<file path="config.mk">
export PLATFORM = sky130hd
export DESIGN_NAME = pingpong_batch_buf
export DESIGN_NICKNAME = d
export VERILOG_FILES = /design/src/rtl/pp_pkg.sv /design/src/rtl/pp_bank_ram.sv /design/src/rtl/pp_batch_ctrl.sv /design/src/rtl/pingpong_batch_buf.sv
export SDC_FILE = /design/constraint.sdc
export NUM_CORES = 1
export LEC_CHECK = 0
export BUFFER_PORTS_ARGS = -buffer_cell sky130_fd_sc_hd__buf_2
export CORE_ASPECT_RATIO = 0.8
export CORE_MARGIN = 10
export CORE_UTILIZATION = 38
export DETAILED_ROUTE_END_ITERATION = 7
export PLACE_DENSITY = 0.56
export SLEW_MARGIN = 20
export SYNTH_ARGS = -nofsm -noshare
export SYNTH_HDL_FRONTEND = slang
export SYNTH_SLANG_ARGS = --single-unit
</file>
<file path="constraint.sdc">
create_clock -name clk -period 1.9 [get_ports clk]
set_input_delay 0.38 -clock clk [delete_from_list [all_inputs] [get_ports clk]]
set_output_delay 0.38 -clock clk [all_outputs]
set_load 0.05 [all_outputs]
</file>
<file path="src/rtl/pp_pkg.sv">
package pp_pkg;
  typedef struct packed {
    logic active;
    logic done;
    logic held;
    logic overrun;
  } pp_ctrl_t;
endpackage

</file>
<file path="src/rtl/pp_bank_ram.sv">
module pp_bank_ram #(
  parameter int DATA_W = 16,
  parameter int ADDR_W = 4
) (
  input  logic              clk,
  input  logic              we,
  input  logic [ADDR_W-1:0] waddr,
  input  logic [DATA_W-1:0] wdata,
  input  logic [ADDR_W-1:0] raddr,
  output logic [DATA_W-1:0] rdata
);
  localparam int DEPTH = 2 ** ADDR_W;

  logic [DATA_W-1:0] mem [DEPTH];

  always_ff @(posedge clk) begin
    if (we) mem[waddr] <= wdata;
    rdata <= mem[raddr];
  end
endmodule

</file>
<file path="src/rtl/pp_batch_ctrl.sv">
module pp_batch_ctrl #(
  parameter int BATCH_N = 8,
  parameter int PTR_W   = 3
) (
  input  logic             clk,
  input  logic             rst,
  input  logic             push,
  input  logic             release_i,
  input  logic             ovr_clr,
  output logic [PTR_W-1:0] wptr,
  output pp_pkg::pp_ctrl_t st
);
  localparam logic [PTR_W-1:0] LAST = PTR_W'(BATCH_N - 1);

  logic complete;
  assign complete = push && (wptr == LAST);

  always_ff @(posedge clk) begin
    if (rst) begin
      wptr       <= '0;
      st.active  <= 1'b0;
      st.done    <= 1'b0;
      st.held    <= 1'b0;
      st.overrun <= 1'b0;
    end else begin
      st.done <= complete;
      if (complete) begin
        wptr      <= '0;
        st.active <= ~st.active;
      end else if (push) begin
        wptr <= wptr + 1'b1;
      end
      if (complete)       st.held <= 1'b1;
      else if (release_i) st.held <= 1'b0;
      if (complete && st.held && !release_i) st.overrun <= 1'b1;
      else if (ovr_clr)                      st.overrun <= 1'b0;
    end
  end

  initial begin
    assert (BATCH_N >= 2) else $error("BATCH_N must be at least 2");
  end

  ptr_range_chk: assert property (@(posedge clk) disable iff (rst)
    wptr <= LAST);


  done_one_cycle_chk: assert property (@(posedge clk) disable iff (rst)
    st.done |=> !st.done);


  bank_flip_chk: assert property (@(posedge clk) disable iff (rst)
    st.done |-> (st.active != $past(st.active)));


  bank_steady_chk: assert property (@(posedge clk) disable iff (rst)
    !st.done |-> $stable(st.active));


  held_after_done_chk: assert property (@(posedge clk) disable iff (rst)
    st.done |-> st.held);


  ovr_cause_chk: assert property (@(posedge clk) disable iff (rst)
    $rose(st.overrun) |-> (st.done && $past(st.held)));


  ovr_sticky_chk: assert property (@(posedge clk) disable iff (rst)
    (st.overrun && !ovr_clr) |=> st.overrun);
endmodule

</file>
<file path="src/rtl/pingpong_batch_buf.sv">
module pingpong_batch_buf #(
  parameter int DATA_W  = 16,
  parameter int BATCH_N = 8,
  parameter int NUM_CH  = 2
) (
  input  logic                          clk,
  input  logic                          rst,
  input  logic [NUM_CH-1:0]             in_valid,
  input  logic [NUM_CH*DATA_W-1:0]      in_data,
  input  logic [$clog2(BATCH_N)-1:0]    rd_addr,
  output logic [NUM_CH*DATA_W-1:0]      rd_data,
  input  logic                          cons_release,
  input  logic                          ovr_clr,
  output logic                          batch_done,
  output logic                          active_bank,
  output logic                          bank_held,
  output logic                          overrun
);
  localparam int PTR_W  = $clog2(BATCH_N);
  localparam int ADDR_W = PTR_W + 1;

  logic [PTR_W-1:0]  wptr;
  pp_pkg::pp_ctrl_t  st;

  pp_batch_ctrl #(.BATCH_N(BATCH_N), .PTR_W(PTR_W)) u_ctrl (
    .clk       (clk),
    .rst       (rst),
    .push      (in_valid[0]),
    .release_i (cons_release),
    .ovr_clr   (ovr_clr),
    .wptr      (wptr),
    .st        (st)
  );

  logic [ADDR_W-1:0] waddr, raddr;
  assign waddr = {st.active, wptr};
  assign raddr = {~st.active, rd_addr};

  for (genvar c = 0; c < NUM_CH; c++) begin : g_ch
    pp_bank_ram #(.DATA_W(DATA_W), .ADDR_W(ADDR_W)) u_ram (
      .clk   (clk),
      .we    (in_valid[c]),
      .waddr (waddr),
      .wdata (in_data[c*DATA_W +: DATA_W]),
      .raddr (raddr),
      .rdata (rd_data[c*DATA_W +: DATA_W])
    );
  end

  assign batch_done  = st.done;
  assign active_bank = st.active;
  assign bank_held   = st.held;
  assign overrun     = st.overrun;


  primary_only_chk: assert property (@(posedge clk) disable iff (rst)
    !in_valid[0] |=> !batch_done);


  release_drop_chk: assert property (@(posedge clk) disable iff (rst)
    (cons_release && !batch_done && bank_held && !(in_valid[0] && wptr == PTR_W'(BATCH_N-1)))
      |=> !bank_held);
endmodule

</file>
======== After elaboration in Yosys (flattened, before gate mapping) ========
Memories as Yosys holds them, arrays and structs flattened. A register that Yosys moved wholly into a read port is not among the register bits.
Cells that the tools add are included.
word-level totals
  register bits ........................... 7
  memory bits (writable) .................. 512
  input bits .............................. 41
  memories ................................ 2
memory list
  name               depth  bits a word  rd ports  clocked after Yosys merged registers in  wr ports  RTL line           source
  g_ch[0].u_ram.mem  16     16           1         1                                        1         pp_bank_ram.sv:14  logic [DATA_W-1:0] mem [DEPTH];
  g_ch[1].u_ram.mem  16     16           1         1                                        1         pp_bank_ram.sv:14
cells by class
  add/sub/neg operators ................... 1
  equality and inequality tests ........... 1
  multiplexer cells ....................... 8
  bitwise operators ....................... 1
  reduce and logical (&&, ||, !) cells .... 7
operator list
  kind                                                           count
  1-bit 2-to-1 mux                                               8
  2-bit nonzero test                                             2
  3-bit by 1-bit adder with 3-bit output, second input constant  1
  3-bit equality test, second input constant                     1
  1-bit logical AND                                              3
  2-bit OR reduction                                             1
  1-bit logical NOT                                              1
  1-bit NOT                                                      1

======== Longest topological paths before layout ========
Gate-level depths: netlist of run 1.
  depth in word-level cells ............... 5
  depth in mapped cells ................... 6
  depth with buffers taken out ............ 5

======== Hierarchy ========
Synthesis of run 1 repeated with hierarchy kept, for this count alone.
second synthesis, totals
  cells, all modules ...................... 894
  area total of the unflattened synthesis .. 20385.8 um2
modules (own cells, without submodules)
  module              instances  cells an instance  area each (um2)
  pp_bank_ram         2          432                10043.4
  pp_batch_ctrl       1          29                 295.3
  pingpong_batch_buf  1          1                  3.8

======== Worst setup path after synthesis of run 1 ========
Ideal clock, no wire load.
  path type ............................... flip-flop to flip-flop
  start ................................... reg u_ctrl.st[3] (netlist name)
  end ..................................... mem g_ch[0].u_ram.mem[0][0] (enable)
  setup time .............................. 388 ps
  arrival time ............................ 1877 ps
  required time ........................... 1512 ps
  setup slack ............................. -365 ps
  cell stages (with the launch flop) ...... 5
  path buffers ............................ 2
  cell sequence ........................... dfxtp_1 -> buf_2 -> or2_2 -> clkbuf_1 -> nor2_1
RTL lines
  what              RTL line
  end: declaration  pp_bank_ram.sv:14
Straight into the memory's write port.

======== Final worst setup path of run 1 ========
  start ................................... reg u_ctrl.st[3] (netlist name)
  end ..................................... out active_bank
RTL lines
  what              RTL line                  source
  end: declaration  pingpong_batch_buf.sv:15  output logic active_bank,
No word-level cell between the ends.

==> out/metrics.cfg, run 1 <==
[pwr]
vdd_ir_drop_max_uv = 757
p_sw_uw = 5240
combPwrFrac_pct = 5.3
powerDensity_mw_per_mm2 = 1020
clkPwrFrac_pct = 40.2
p_sw_share_pct = 21.1
p_leak_uw = 0.00782
seqPwrFrac_pct = 54.4
internal_power_uw = 19500

[routing]
post_drt_wl_per_cell_microns = 25.3
drt_first_pass_iters = 5
drt_iter0_markers = 942
vias = 9440
drc_errors = 0
antenna_left = 0
vias_per_cell = 5.26
wl_mm = 45.4

[cts]
clockBufferDepth = 3
cts_max_level = 2
cts_buffers = 54
clk_latency_ns = 0.61
path_clk_slew_ns = 0.06
root_buffer = clkbuf_16
cts_tree = yes
clock_sinks = 551

[sta]
setup_tns_ns = 0
hold_viol = 0
relSlewSlack_pct = 68.5
clock.fmax_mhz = 556
setup_viol = 0
min_period_ns = 1.80
worst_pin_slew_ns = 0.473
rsz0062_at_grt = no
fin_crit_sh_pct = 94.6
holdWs_ns = 0.0756
skew_ns = 0.0182
maxSlewViolCount = 0

[critical_path]
startpoint = u_ctrl.st[3]
cp_data_arrival_time_ns = 1.42
worstPathRequired_ns = 1.52
critical_path_buf_inv_count = 1
critPathMaxFanout = 7
critPathKind = flip-flop to output port
regToRegStartpoint = u_ctrl.wptr[0]
endpoint_kind = output port
r2r_slack_ns = 0.29
reg2reg_to = g_ch[0].u_ram.mem[7][1]
path_cells = buf_2
critical-path-top-delay-family = flip-flops
worst_path_max_delay_cell = dfxtp_1
reg2regPathDepth = 4
critPathLaunchType = flip-flop
slowest_delay_ns = 0.49

[die]
coreArea_sq_mm = 0.0526
initial_core_util_pct = 38.5
fp.dieW_microns = 278
num_rows = 75
die_h_microns = 226
ios = 77
dieArea_sq_mm = 0.0629

[layout]
finish.utilization_pct = 46.2
stdcell_area_sq_mm = 0.0243
area_growth_pct = 20.0
fillers = 4360
nNetsFinal = 1103
fin_cells = 1795
drive_gt1_share_pct = 35.1

[placement]
io_buffers = 76
dp_cells = 1693
finalWeightedCongestion = 0.716
dp_hpwl_mm = 25.7
postPlaceCellArea_sq_mm = 0.0226

[global_routing]
grt_max_degree = 33
grt_pass1_vias = 10000
grt_usage_pct = 14.5
grt_pass1_wl_mm = 67.4
overflow = 0
antenna_found_initial = 4

[min_path]
worstHoldStart = cons_release
min_delay_path_depth = 3
min_path_type = primary input to flip-flop
whs_endpoint = u_ctrl.st[1]

[yosys]
syn-num-nets = 942
synthCells = 896
syn_area_sq_mm = 0.0202
synth-seq-cells = 551
ys_seq_area_share_pct = 79.9
synth_area_per_cell_sq_um = 22.6
ys_types = 21
yosysWarnings = 0

[run_status]
status = completed

[job]
drv_cap = 0

-- cells in the mapped netlist --
cell,number,area [sq um]
or2_2,1,6.26
a21oi_1,2,10.0
nand2b_1,4,25.0
nor2_1,37,139
buf_2,8,40.0
nor2b_1,4,25.0
a22oi_1,64,480
xor2_1,1,8.76
buf_1,10,37.5
dfxtp_1,39,781
and2_1,1,6.26
inv_1,3,11.3
o22ai_1,2,12.5
ha_1,5,62.6
nand3b_1,1,7.51
edfxtp_1,512,15400
clkbuf_1,21,78.8
mux2i_1,1,10.0
mux4_2,128,2880
nand2_1,43,161
buf_4,9,67.6
-- routing by layer --
layer,vias up,global-route usage [%],routed length [microns]
li1,4067,-,-
met1,5035,20.7,20700
met2,269,22.1,21000
met3,67,2.85,2870
met4,2,4.27,814
met5,-,0,16
-- logic make-up after synthesis --
group / Yosys count / share of synthesized area [%]
simple gates: 91 / 1.83
xor+xnor: 1 / 0.0433
fa+ha+maj: 5 / 0.309
flops: 551 / 79.9
buf+inv: 51 / 1.16
compound gates: 68 / 2.49
mux: 129 / 14.3
-- registers in the layout, summed over array words and instances, names as in the netlist --
| register | count |
|---|---|
| g_ch.u_ram.rdata | 32 |
| g_ch.u_ram.mem | 512 |
| u_ctrl.st | 4 |
| u_ctrl.wptr | 3 |
-- power groups by stage --
stage | clock network [uW] | registers (uW) | logic, uW
after global routing | 10700 | 13500 | 1430
after CTS | 10200 | 13500 | 1350
after detailed placement | 0 | 13700 | 1350
after floorplan | 0 | 13900 | 590
final | 9970 | 13500 | 1320
after global placement | 0 | 13700 | 1330
-- layout by cell type (no fill, tap or decap), drive strengths merged --
master / synthesis / routed
a22oi: 64 / 64
edfxtp: 512 / 512
nand3b: 1 / 1
nand2b: 4 / 4
nor2b: 4 / 4
clkinv: 0 / 14
dlygate4sd3: 0 / 1
xor2: 1 / 1
diode: 0 / 1
mux2i: 1 / 1
or2: 1 / 1
bufinv: 0 / 1
and2: 1 / 1
a21oi: 2 / 2
inv: 3 / 3
nand2: 43 / 43
buf: 27 / 151
mux4: 128 / 128
clkinvlp: 0 / 2
dfxtp: 39 / 39
ha: 5 / 5
clkbuf: 21 / 84
nor2: 37 / 37
o22ai: 2 / 2
-- timing repair --
item,in CTS,in global routing
buffers inserted,0,0
endpoints found under the hold margin,2,0
hold buffers,1,0
resized for setup,0,0
-- metrics by stage --
step | power, uW | setup slack [ns]
after floorplan | 14500 | -0.193
after global placement | 15100 | 0.0345
after detailed placement | 15100 | 0.0304
after CTS | 25100 | 0.0864
after global routing | 25600 | 0.0420
final | 24800 | 0.103
-- worst reg2reg max path, stage by stage (launching register included) --
cell and delay (ns):
dfxtp_1 0.40, ha_1 0.23, nand2_1 0.24, nor2_2 0.23, buf_12 0.21
-- area by class of cell --
cell class	count	area (sq um)	area share, %
sequential	551	16200	66.6
multi-input combinational	294	4000	16.5
timing repair buffer	153	1600	6.60
clock buffer	83	1500	6.19
tap	693	867	3.57
clock inverter	17	136	0.562
inverter	3	11.3	0.0464
antenna	1	2.50	0.0103
-- worst max path at each step --
stage | end | slack, ns | cells after the start
CTS | active_bank | 0.09 | 1
finish | active_bank | 0.10 | 1
global route | active_bank | 0.04 | 1
global placement | g_ch[0].u_ram.rdata[13] | 0.03 | 6
detailed placement | g_ch[0].u_ram.rdata[13] | 0.03 | 6
floorplan | g_ch[0].u_ram.mem[4][0] | -0.19 | 4
(Power assumes the default switching activity.)
==> run 2, diff against run 1 <==
--- a/config.mk
+++ b/config.mk
@@ -6,11 +6,13 @@
 export NUM_CORES = 1
 export LEC_CHECK = 0
 export BUFFER_PORTS_ARGS = -buffer_cell sky130_fd_sc_hd__buf_2
+export CELL_PAD_IN_SITES_DETAIL_PLACEMENT = 1
+export CELL_PAD_IN_SITES_GLOBAL_PLACEMENT = 1
 export CORE_ASPECT_RATIO = 0.8
 export CORE_MARGIN = 10
-export CORE_UTILIZATION = 38
+export CORE_UTILIZATION = 32
 export DETAILED_ROUTE_END_ITERATION = 7
-export PLACE_DENSITY = 0.56
+export PLACE_DENSITY = 0.54
 export SLEW_MARGIN = 20
 export SYNTH_ARGS = -nofsm -noshare
 export SYNTH_HDL_FRONTEND = slang
==> out/metrics.cfg, run 2 (synthesis results as in run 1) <==
[cts]
cts_tree = yes
cts_setup_buffers = 0
clk_latency_ns = 0.61
root_buffer = clkbuf_16
cts_buffers = 56
path_clk_slew_ns = 0.06
clockBufferDepth = 3
clock_sinks = 551
cts_max_level = 2

[job]
drv_cap = 0

[sta]
worst_pin_slew_ns = 0.999
maxSlewViolCount = 0
relSlewSlack_pct = 33.2
fin_crit_sh_pct = 97.0
rsz0062_at_grt = no
clock.fmax_mhz = 543
setup_viol = 0
setup_ws_ns = 0.0579
min_period_ns = 1.84
skew_ns = 0.0236
hold_viol = 0

[layout]
drive_gt1_share_pct = 36.7
final_cell_mix = edfxtp_1 (512), mux4_2 (128), buf_2 (73)
area_growth_pct = 21.8
final-seq-area_sq_mm = 0.0162
top_register = g_ch.u_ram.mem
final_common_cell = edfxtp_1
largest_reg_flops = 512
top_regs = g_ch.u_ram.mem (512), g_ch.u_ram.rdata (32), u_ctrl.st (4)
stdcell_area_sq_mm = 0.0246
multi_input_area_sq_mm = 0.00400
fin_cells = 1956
nNetsFinal = 1113
fillers = 5977

[routing]
wl_mm = 49.9
drc_errors = 0
vias_per_cell = 4.92
post_drt_wl_per_cell_microns = 25.5
antenna_left = 0
drt_iter0_markers = 866
vias = 9617
drt_first_pass_iters = 5

[critical_path]
critPathLaunchType = flip-flop
regToRegStartpoint = u_ctrl.st[3]
path_cells = buf_4 > buf_4
critical-path-top-delay-family = buffers and inverters
slowest_delay_ns = 0.40
worstPathRequired_ns = 1.52
endpoint_kind = output port
path_common_cell = buf_4
critical_path_buf_inv_count = 2
critPathKind = flip-flop to output port
reg2regPathDepth = 4
worst_path_max_delay_cell = dfxtp_1
critPathMaxFanout = 6
reg2reg_to = g_ch[0].u_ram.mem[13][11]
r2r_slack_ns = 0.12
cp_data_arrival_time_ns = 1.46

[placement]
dp_hpwl_mm = 28.9
io_buffers = 76
postPlaceCellArea_sq_mm = 0.0229
pre_cts_ws_ns = -0.0696
dp_cells = 1848
finalWeightedCongestion = 0.683

[die]
ios = 77
num_rows = 82
coreArea_sq_mm = 0.0626
die_h_microns = 245
dieArea_sq_mm = 0.0737
fp.dieW_microns = 301
initial_core_util_pct = 32.3

[pwr]
vdd_ir_drop_max_uv = 576
powerDensity_mw_per_mm2 = 1030
p_leak_uw = 0.00795

[global_routing]
antenna_found_initial = 10
overflow = 0
grt_pass1_wl_mm = 73.2
grt_pass1_vias = 10400
grt_max_degree = 26
grt_usage_pct = 13.6

[min_path]
min_delay_path_depth = 3
worstHoldStart = cons_release
min_path_type = primary input to flip-flop
whs_endpoint = u_ctrl.st[1]

[run_status]
status = completed

-- run 2: how the worst max path moves through the flow --
stage / startpoint / end / slack, ns / cells past startpoint
after floorplan: u_ctrl.st[3] / g_ch[0].u_ram.mem[4][0] / -0.19 / 4
after global placement: rd_addr[0] / g_ch[0].u_ram.rdata[5] / -0.08 / 6
after detailed placement: rd_addr[0] / g_ch[0].u_ram.rdata[5] / -0.07 / 6
after CTS: u_ctrl.st[3] / active_bank / 0.02 / 2
after global routing: u_ctrl.st[3] / active_bank / 0.01 / 2
final: u_ctrl.st[3] / active_bank / 0.06 / 2
-- run 2: metal layers --
metal	wire, microns	global-route usage, %	vias up	share of wire (%)
met5	61	0	-	0.12
met1	24300	20.2	5246	49
li1	-	-	4098	-
met2	22500	20.2	198	45
met4	777	3.45	12	1.6
met3	2320	2.48	63	4.6
-- run 2: worst register-to-register path: cells and delay by family, from the launching register on --
kind | cells | cell delay [ns]
AND/OR/NAND/NOR | 2 | 0.61
buffers and inverters | 2 | 0.43
flip-flops | 1 | 0.40
-- run 2: report_power, final --
part	total, uW	internal [uW]	switching (uW)
Sequential	13500	13400	63.3
Combinational	1360	539	820
Clock	10400	5870	4580
-- run 2: layout make-up --
| type | instances | share of cell area [%] |
|---|---|---|
| flip-flops and latches | 551 | 65.6 |
| clock inverters | 35 | 0.914 |
| well taps | 840 | 4.27 |
| multi-input cells | 294 | 16.2 |
| diodes | 1 | 0.0102 |
| repair buffers | 161 | 6.70 |
| clock buffers | 71 | 6.25 |
| inverters | 3 | 0.0457 |
-- run 2: timing repair --
action,CTS,global route
hold buffers,1,0
hold endpoints to repair,3,0
gates resized for setup,1,0
endpoints found under the setup margin,1,0
-- run 2: stage by stage --
step                total power, uW  TNS, ns  hold WS [ns]  util, %
CTS                           25600        0        0.0309     39.4
detailed placement            15100  -0.0894         0.507     36.5
global placement              15100  -0.0778         0.493     36.5
floorplan                     14500   -59.15         0.449        -
finish                        25300        0        0.0667     39.4
global route                  26200        0        0.0622     39.4
